<file path="src/rtl/lander_engine.sv">
module lander_engine #(
  parameter int FRAC      = 8,
  parameter int INT_BITS  = 10,
  parameter int ATT_MAX   = 18,
  parameter int SCR_W     = 640,
  parameter int SCR_H     = 480,
  parameter int GRAV      = 16,
  parameter int THRUST    = 2 * GRAV,
  parameter int VX0       = 10,
  parameter int FUEL_INIT = 200,
  parameter int FUEL_BURN = 1,
  parameter int FUEL_W    = 12,
  parameter int VX_LIM    = 128,
  parameter int VY_LIM    = 512,
  parameter int GY_W      = 10
) (
  input  logic                          clk,
  input  logic                          rst_n,
  input  logic                          frame_tick,
  input  logic                          cw_btn,
  input  logic                          ccw_btn,
  input  logic                          thrust_btn,
  input  logic [GY_W-1:0]               ground_y,
  input  logic                          level_pad,
  output logic signed [INT_BITS+FRAC:0] pos_x,
  output logic signed [INT_BITS+FRAC:0] pos_y,
  output logic signed [INT_BITS+FRAC:0] vel_x,
  output logic signed [INT_BITS+FRAC:0] vel_y,
  output logic signed [$clog2(ATT_MAX+1):0] attitude,
  output logic [FUEL_W-1:0]             fuel,
  output logic [1:0]                    status
);
  localparam int W       = INT_BITS + FRAC + 1;
  localparam int WW      = W + 2;
  localparam int AW      = $clog2(ATT_MAX + 1) + 1;
  localparam int QUARTER = 18;
  localparam int TRIG_Q  = 8;

  localparam logic [1:0] ST_PLAY  = 2'd0;
  localparam logic [1:0] ST_LAND  = 2'd1;
  localparam logic [1:0] ST_CRASH = 2'd2;

  localparam logic signed [AW-1:0] ATT_HI = AW'(ATT_MAX);
  localparam logic signed [AW-1:0] ATT_LO = -ATT_HI;
  localparam logic signed [WW-1:0] X_END  = WW'(SCR_W * (2 ** FRAC));
  localparam logic signed [WW-1:0] Y_END  = WW'(SCR_H * (2 ** FRAC));
  localparam logic signed [WW-1:0] VXL    = WW'(VX_LIM);
  localparam logic signed [WW-1:0] VYL    = WW'(VY_LIM);

  function automatic int sin_q(input int k);
    case (k)
      0: return 0;     1: return 22;    2: return 44;    3: return 66;
      4: return 88;    5: return 108;   6: return 128;   7: return 147;
      8: return 165;   9: return 181;   10: return 196;  11: return 210;
      12: return 222;  13: return 232;  14: return 241;  15: return 247;
      16: return 252;  17: return 255;  default: return 256;
    endcase
  endfunction

  logic signed [W-1:0]  x_r, y_r, vx_r, vy_r;
  logic signed [AW-1:0] att_r;
  logic [FUEL_W-1:0]    fuel_r;
  logic [1:0]           st_r;
  logic                 cw_q, ccw_q;

  wire cw_rise  = cw_btn & ~cw_q;
  wire ccw_rise = ccw_btn & ~ccw_q;
  wire burn     = thrust_btn && (fuel_r != '0);

  logic [AW-1:0]        att_mag;
  logic signed [WW-1:0] tx, ty, ax, ay;
  logic signed [WW-1:0] x_n, y_n, vx_n, vy_n, y_int, gnd, vx_abs, vy_abs;
  logic [FUEL_W-1:0]    fuel_n;
  logic                 contact, off_scr, safe;
  logic [1:0]           st_n;

  always_comb begin
    att_mag = att_r[AW-1] ? AW'(-att_r) : AW'(att_r);
    tx = WW'((THRUST * sin_q(int'(att_mag))) >>> TRIG_Q);
    ty = WW'((THRUST * sin_q(QUARTER - int'(att_mag))) >>> TRIG_Q);
    ax = !burn ? '0 : ((att_r > 0) ? -tx : tx);
    ay = WW'(GRAV) - (burn ? ty : '0);

    x_n  = WW'(x_r) + WW'(vx_r);
    y_n  = WW'(y_r) + WW'(vy_r);
    vx_n = WW'(vx_r) + ax;
    vy_n = WW'(vy_r) + ay;

    fuel_n = fuel_r;
    if (burn) fuel_n = (fuel_r > FUEL_W'(FUEL_BURN)) ? fuel_r - FUEL_W'(FUEL_BURN) : '0;

    y_int   = y_n >>> FRAC;
    gnd     = $signed({{(WW-GY_W){1'b0}}, ground_y});
    contact = (y_int >= gnd);
    off_scr = (x_n < 0) || (x_n >= X_END) || (y_n < 0) || (y_n >= Y_END);
    vx_abs  = vx_n[WW-1] ? -vx_n : vx_n;
    vy_abs  = vy_n[WW-1] ? -vy_n : vy_n;
    safe    = level_pad && (vx_abs < VXL) && (vy_abs < VYL);

    if (contact)      st_n = safe ? ST_LAND : ST_CRASH;
    else if (off_scr) st_n = ST_CRASH;
    else              st_n = ST_PLAY;
  end

  always_ff @(posedge clk or negedge rst_n) begin
    if (!rst_n) begin
      x_r    <= '0;
      y_r    <= '0;
      vx_r   <= W'(VX0 * (2 ** FRAC));
      vy_r   <= '0;
      att_r  <= '0;
      fuel_r <= FUEL_W'(FUEL_INIT);
      st_r   <= ST_PLAY;
      cw_q   <= 1'b0;
      ccw_q  <= 1'b0;
    end else begin
      cw_q  <= cw_btn;
      ccw_q <= ccw_btn;
      if (st_r == ST_PLAY) begin
        if (ccw_rise && !cw_rise && att_r < ATT_HI)      att_r <= att_r + AW'(1);
        else if (cw_rise && !ccw_rise && att_r > ATT_LO) att_r <= att_r - AW'(1);
        if (frame_tick) begin
          x_r    <= x_n[W-1:0];
          y_r    <= y_n[W-1:0];
          vx_r   <= vx_n[W-1:0];
          vy_r   <= vy_n[W-1:0];
          fuel_r <= fuel_n;
          st_r   <= st_n;
        end
      end
    end
  end

  assign pos_x    = x_r;
  assign pos_y    = y_r;
  assign vel_x    = vx_r;
  assign vel_y    = vy_r;
  assign attitude = att_r;
  assign fuel     = fuel_r;
  assign status   = st_r;
endmodule

</file>
<file path="config.mk">
export PLATFORM = sky130hd
export DESIGN_NAME = lander_engine
export DESIGN_NICKNAME = d
export VERILOG_FILES = /design/src/rtl/lander_engine.sv
export SDC_FILE = /design/constraint.sdc
export NUM_CORES = 1
export LEC_CHECK = 0
export CAP_MARGIN = 20
export CORE_UTILIZATION = 45
export CTS_CLUSTER_DIAMETER = 50
export DETAILED_ROUTE_END_ITERATION = 8
export DONT_BUFFER_PORTS = 1
export PLACE_DENSITY = 0.65
export SYNTH_ARGS = -nofsm -noshare
export SYNTH_HDL_FRONTEND = slang
export SYNTH_SLANG_ARGS = --single-unit
</file>
<file path="constraint.sdc">
create_clock -name clk -period 7.2 [get_ports clk]
set_input_delay 1.44 -clock clk [delete_from_list [all_inputs] [get_ports clk]]
set_output_delay 1.44 -clock clk [all_outputs]
set_load 0.05 [all_outputs]
</file>
==> Word level (Yosys, flattened, before mapping) <==
Memories as Yosys holds them, arrays and structs flattened.
Cells that the tools add are included.
{ "classes": {"n_addsub": 13, "multipliers": 0, "div_mod_pow": 0, "order_cmp": 11, "eq_ne": 0, "shift": 0, "n_mux": 14, "n_bitwise": 4, "reduce_logical": 19} }
{ "ops": {"columns": ["op", "count"], "rows": [
  ["$mux W21", 5],
  ["$neg A21 Y21", 3],
  ["$mux W24", 2],
  ["$add A19 B21 Y21", 2],
  ["$add A19 B19 Y20", 2],
  ["$lt A20 B1 Y1 const B", 2],
  ["$logic_not A27 Y1", 1],
  ["$lt A21 B11 Y1 const B", 1],
  ["$lt A21 B9 Y1 const B", 1],
  ["$sub A5 B21 Y21 const A", 1],
  ["$ge A20 B18 Y1 const B", 1],
  ["$ge A20 B19 Y1 const B", 1],
  ["$mux W6", 3],
  ["$ge A12 B11 Y1", 1],
  ["$gt A12 B1 Y1 const B", 1],
  ["$mux W12", 1],
  ["$reduce_bool A12 Y1", 1],
  ["$sub A12 B1 Y12 const B", 1],
  ["$logic_and A1 B1 Y1", 7],
  ["$sub A5 B6 Y7 const A", 1],
  ["$add A6 B2 Y6 const B", 1],
  ["$gt A6 B1 Y1 const B", 1],
  ["$gt A6 B6 Y1 const B", 1],
  ["$lt A6 B6 Y1 const B", 1],
  ["11 further kinds", 19]
]} }
{ "word_totals": {"regBits": 98, "latchBits": 0, "ram_bits": 0, "mem_bits_ro": 576, "inputBits": 17, "output_inout_bits": 96, "word_cells": 72, "n_memories": 2} }
{ "mem_list": {"columns": ["name", "depth", "width", "rd", "rd_clocked_by_memory_dff", "wr", "line", "source"], "rows": [
  ["(name not given)", 32, 9, 1, 0, 0, "51", "case (k)"],
  ["(name not given)", 32, 9, 1, 0, 0, "51", null]
]} }

==> Longest topological paths before layout <==
An unclocked memory read counts as a cell.
{ "logic_depth": {"depth_word": 15, "mapped_depth": 29, "depth_no_buf": 28} }

==> Least setup slack after synthesis <==
No wires, ideal clock.
{ "synth_timing": {"path_type": "register to register", "from": "register att_r[0], in the netlist attitude[0]", "to": "register st_r[1], in the netlist status[1]", "setup_ps": 138, "arrival_time_ps": 6399, "required_ps": 7062, "setup_slack_ps": 663, "stages_incl_launch_ff": 27, "path_buffers": 1, "period_less_slack_ps": 6537, "path_cell_list": "dfrtp_1 > buf_4 > inv_1 > ha_1 > nand2_1 > o21a_1 > inv_1 > ha_1 > inv_1 > xnor2_1 > nand3_1 > a311o_1 > nor2_1 > o211ai_1 > ha_1 > ha_1 > nor2b_1 > o31a_1 > o311a_1 > o31ai_1 > a21oi_2 > xnor2_2 > mux2_2 > nor4b_2 > o2111ai_1 > o31ai_1 > a21oi_1"} }
{ "synth_between": {"elab_chain_len": 15, "word_cells_on_any_way": 26, "classes_between": "add/sub: 8; order compare: 3; mux: 10; reduce/logical: 3; memory: 2"} }
{ "synth_lines": {"columns": ["element", "line", "source"], "rows": [
  ["start: declaration", "61", "logic signed [AW-1:0] att_r;"],
  ["start signal: assignment", "120", "if (ccw_rise && !cw_rise && att_r < ATT_HI) att_r <= att_r + AW'(1);"],
  ["start signal: assignment", "121", "else if (cw_rise && !ccw_rise && att_r > ATT_LO) att_r <= att_r - AW'(1);"],
  ["parallel branches: the longest is 12 deep, another holds $sub A5 B21 Y21", null, null],
  ["$logic_and A1 B1 Y1 (*)", "98", "safe = level_pad && (vx_abs < VXL) && (vy_abs < VYL);"],
  ["$mux W2 (*) (2 in series)", "100", "if (contact) st_n = safe ? ST_LAND : ST_CRASH;"],
  ["end signal: assignment", "128", "st_r <= st_n;"],
  ["end: declaration", "63", "logic [1:0] st_r;"]
]} }
Mark *: on every way between the ends.
A chain may end at the register's enable or synchronous reset.

==> Final worst setup path <==
Same ends and word-level chain as after synthesis.

==> impl_metrics.py <==
metrics = {
    "status": {
        "status": "completed",
    },
    "clocking": {
        "clk_latency_ns": 0.36,
        "cts.sinks": 98,
        "clock_path_buffers": 2,
        "clk_pin_slew_ns": 0.07,
        "cts_tree": "done",
        "cts_max_level": 3,
        "cts-root-buf": "clkbuf_16",
        "cts_buffers": 9,
        "cts_setup_buffers": 0,
    },
    "worst_setup_path": {
        "cp_common_cell": "ha_1",
        "cp_slowest_stage_delay_ns": 0.39,
        "slowest_stage": "a311o_1",
        "r2r_cells": 26,
        "critPathMaxFanout": 9,
        "criticalPathCategory": "flop to flop",
        "crit_path_start_kind": "flop",
        "cp.required_ns": 7.40,
        "cp.arrival_ns": 6.63,
        "worst_setup_path_end_kind": "flop",
    },
    "sta": {
        "hold_viol": 0,
        "fin_crit_ns": 6.43,
        "tns_ns": 0,
        "tightest_slew_ns": 0.895,
        "drv_slew": 0,
        "finalSetupViolCount": 0,
        "slew_headroom_pct": 39.9,
        "whs_ns": 0.630,
        "skew_ns": 0.00657,
        "finalCritPeriodShare_pct": 89.4,
        "rsz0062_at_grt": "false",
        "fmax_ghz": 0.155,
        "setup_ws_ns": 0.766,
    },
    "logic_synthesis": {
        "syn_inst": 1149,
        "synth_top_area_share_pct": 24.7,
        "synth-xor-area-share_pct": 7.74,
        "ys_seq_elements": 98,
        "syn_avg_cell_area_um2": 8.21,
        "syn-num-nets": 1278,
        "netlist_area_um2": 9430,
        "synth-compound-area-share_pct": 23.4,
        "synthMuxAreaShare_pct": 1.83,
        "synth_enable_flop_cells": 0,
        "ys.warnings.count": 0,
        "yosysTopAreaCell": "dfrtp_1",
        "synthAdderAreaFrac_pct": 15.3,
        "async_flop_share_pct": 100,
        "synth_ff_type": "dfrtp_1",
        "synth.area.top_cells": "dfrtp_1, ha_1, nand2_1, o21ai_0, a21oi_1",
        "ys_seq_area_share_pct": 26.1,
        "synth-simple-area-share_pct": 21.7,
        "synth_cell_types": 92,
        "synth_top_family_by_area": "compound AO/OA/AOI/OAI gates",
    },
    "layout": {
        "post-route-util_pct": 49.4,
        "layout_common_cells": "nand2_1, ha_1, dfrtp_1",
        "multi_input_area_um2": 6600,
        "n_fill_cell": 1973,
        "nNetsFinal": 1269,
        "seq_area_um2": 2460,
        "post-route-cell-area_um2": 10100,
        "diodes": 0,
        "final_common_cell": "nand2_1",
        "stdcell_count": 1415,
        "layout-drive-gt1-share_pct": 7.07,
        "syn_to_final_growth_pct": 6.61,
    },
    "grt": {
        "grt_pass1_wl_mm": 38.8,
        "grt_pass1_vias": 7651,
        "grt_max_degree": 99,
        "antenna_found_initial": 0,
        "grtUsageTotal_pct": 22.0,
        "grt-ovfl-total": 0,
    },
    "power": {
        "power.total_mw": 1.16,
        "leakage_nw": 4.66,
        "powerDensity_nw_per_um2": 116,
        "ir_drop_v": 0.000102,
    },
    "detailed_routing": {
        "drtPass1Iterations": 5,
        "wl_per_cell_um": 16.4,
        "drcViolationCount": 0,
        "drt_iter0_markers": 469,
        "wirelength_mm": 23.2,
        "vias": 8180,
        "via_per_inst": 5.78,
        "final_antenna_net_count": 0,
    },
    "floorplan": {
        "die_x_um": 147,
        "start_util_pct": 46.3,
        "die-area_um2": 21500,
        "pin_count": 113,
        "die_h_um": 147,
        "core_um2": 20400,
        "fp-row-count": 52,
    },
    "placement": {
        "place_congestion": 0.864,
        "dp_slack_ns": 0.799,
        "dp_hpwl_mm": 17.7,
        "placed_cells": 1399,
        "port_buffers": 0,
        "placed_cell_area_um2": 9720,
    },
    "hold_path": {
        "hold_path_class": "flop to flop",
        "hold_depth": 2,
    },
    "job": {
        "maxCapViolCount": 0,
    },
}
==> power by group <==
group | leakage [nW] | switching [mW] | total [mW] | internal, mW
registers | 1.30 | 0.000117 | 0.551 | 0.551
clock network | 0.149 | 0.230 | 0.545 | 0.315
logic | 3.22 | 0.0403 | 0.0682 | 0.0279
total | 4.66 | 0.270 | 1.16 | 0.894
==> critical path: cells and delay by family, from the launching register on <==
kind | cells | cell delay [ns]
adders and majority gates | 4 | 1.21
DFF | 1 | 0.38
and+or+nand+nor | 5 | 0.78
buffers and inverters | 4 | 0.64
xor gates and xnor gates | 2 | 0.46
AOI/OAI and AO/OA | 10 | 2.40
muxes | 1 | 0.39
==> what timing repair did <==
item | in CTS | in global routing
hold buffers | 0 | 0
resized for setup | 0 | 1
setup endpoints to repair | 0 | 1
==> cell usage after synthesis, types with 7 or more instances <==
cell        n
ha_1      107
a211oi_1   12
a21oi_1    71
xor2_1     35
nand4b_1    7
nor3_1     35
o21a_1     17
dfrtp_1    93
a21o_1     32
mux2_2      8
nand3_1    17
nand4_1     9
a31oi_1     8
nand2_1   157
xnor2_1    39
o21ai_0    92
inv_1      66
o31ai_1    13
o211ai_1   14
or3_1      14
nor2_1     86
clkbuf_1   25
nor2b_1    12
nand2b_1   21
==> cell type report <==
cell class / instances / share of cell area, %
Clock inverter: 4 / 0.747
Clock buffer: 12 / 2.45
Multi-Input combinational cell: 953 / 65.7
Sequential cell: 98 / 24.5
Inverter: 67 / 2.50
Timing Repair Buffer: 11 / 0.821
Tap cell: 270 / 3.36
==> per-layer routing <==
layer / global-route usage [%] / vias up / wire [um]
li1: - / 4150 / -
met3: 3.70 / 20 / 1220
met4: 5.99 / 0 / 362
met1: 30.8 / 3836 / 11400
met5: 0 / - / 0
met2: 35.0 / 174 / 10200
==> sequential cells by signal, indices dropped and copies added, names as in the netlist <==
signal	count
pos_x	19
pos_y	19
vel_x	19
vel_y	19
fuel	12
attitude	6
status	2
ccw_q	1
cw_q	1
==> worst paths after layout <==
check	from	to	slack [ns]
worst max-delay path	attitude[0]$_DFFE_PN0P_	status[1]$_DFFE_PN0P_	0.77
worst min-delay path	vel_x[11]$_DFFE_PN1P_	vel_x[11]$_DFFE_PN1P_	0.63
worst max register to register	attitude[0]$_DFFE_PN0P_	status[1]$_DFFE_PN0P_	0.77
worst min register to register	vel_x[11]$_DFFE_PN1P_	vel_x[11]$_DFFE_PN1P_	0.63
max in group asynchronous	rst_n	vel_x[9]$_DFFE_PN1P_	6.20
min in group asynchronous	rst_n	fuel[4]$_DFFE_PN0P_	0.78
==> kinds of logic after synthesis <==
group | Yosys count
simple gates | 414
compound gates | 333
fa+ha+maj | 112
buf+inv | 98
flops | 98
xor+xnor | 79
mux | 15
No activity file was read; power rests on OpenSTA's default activity.
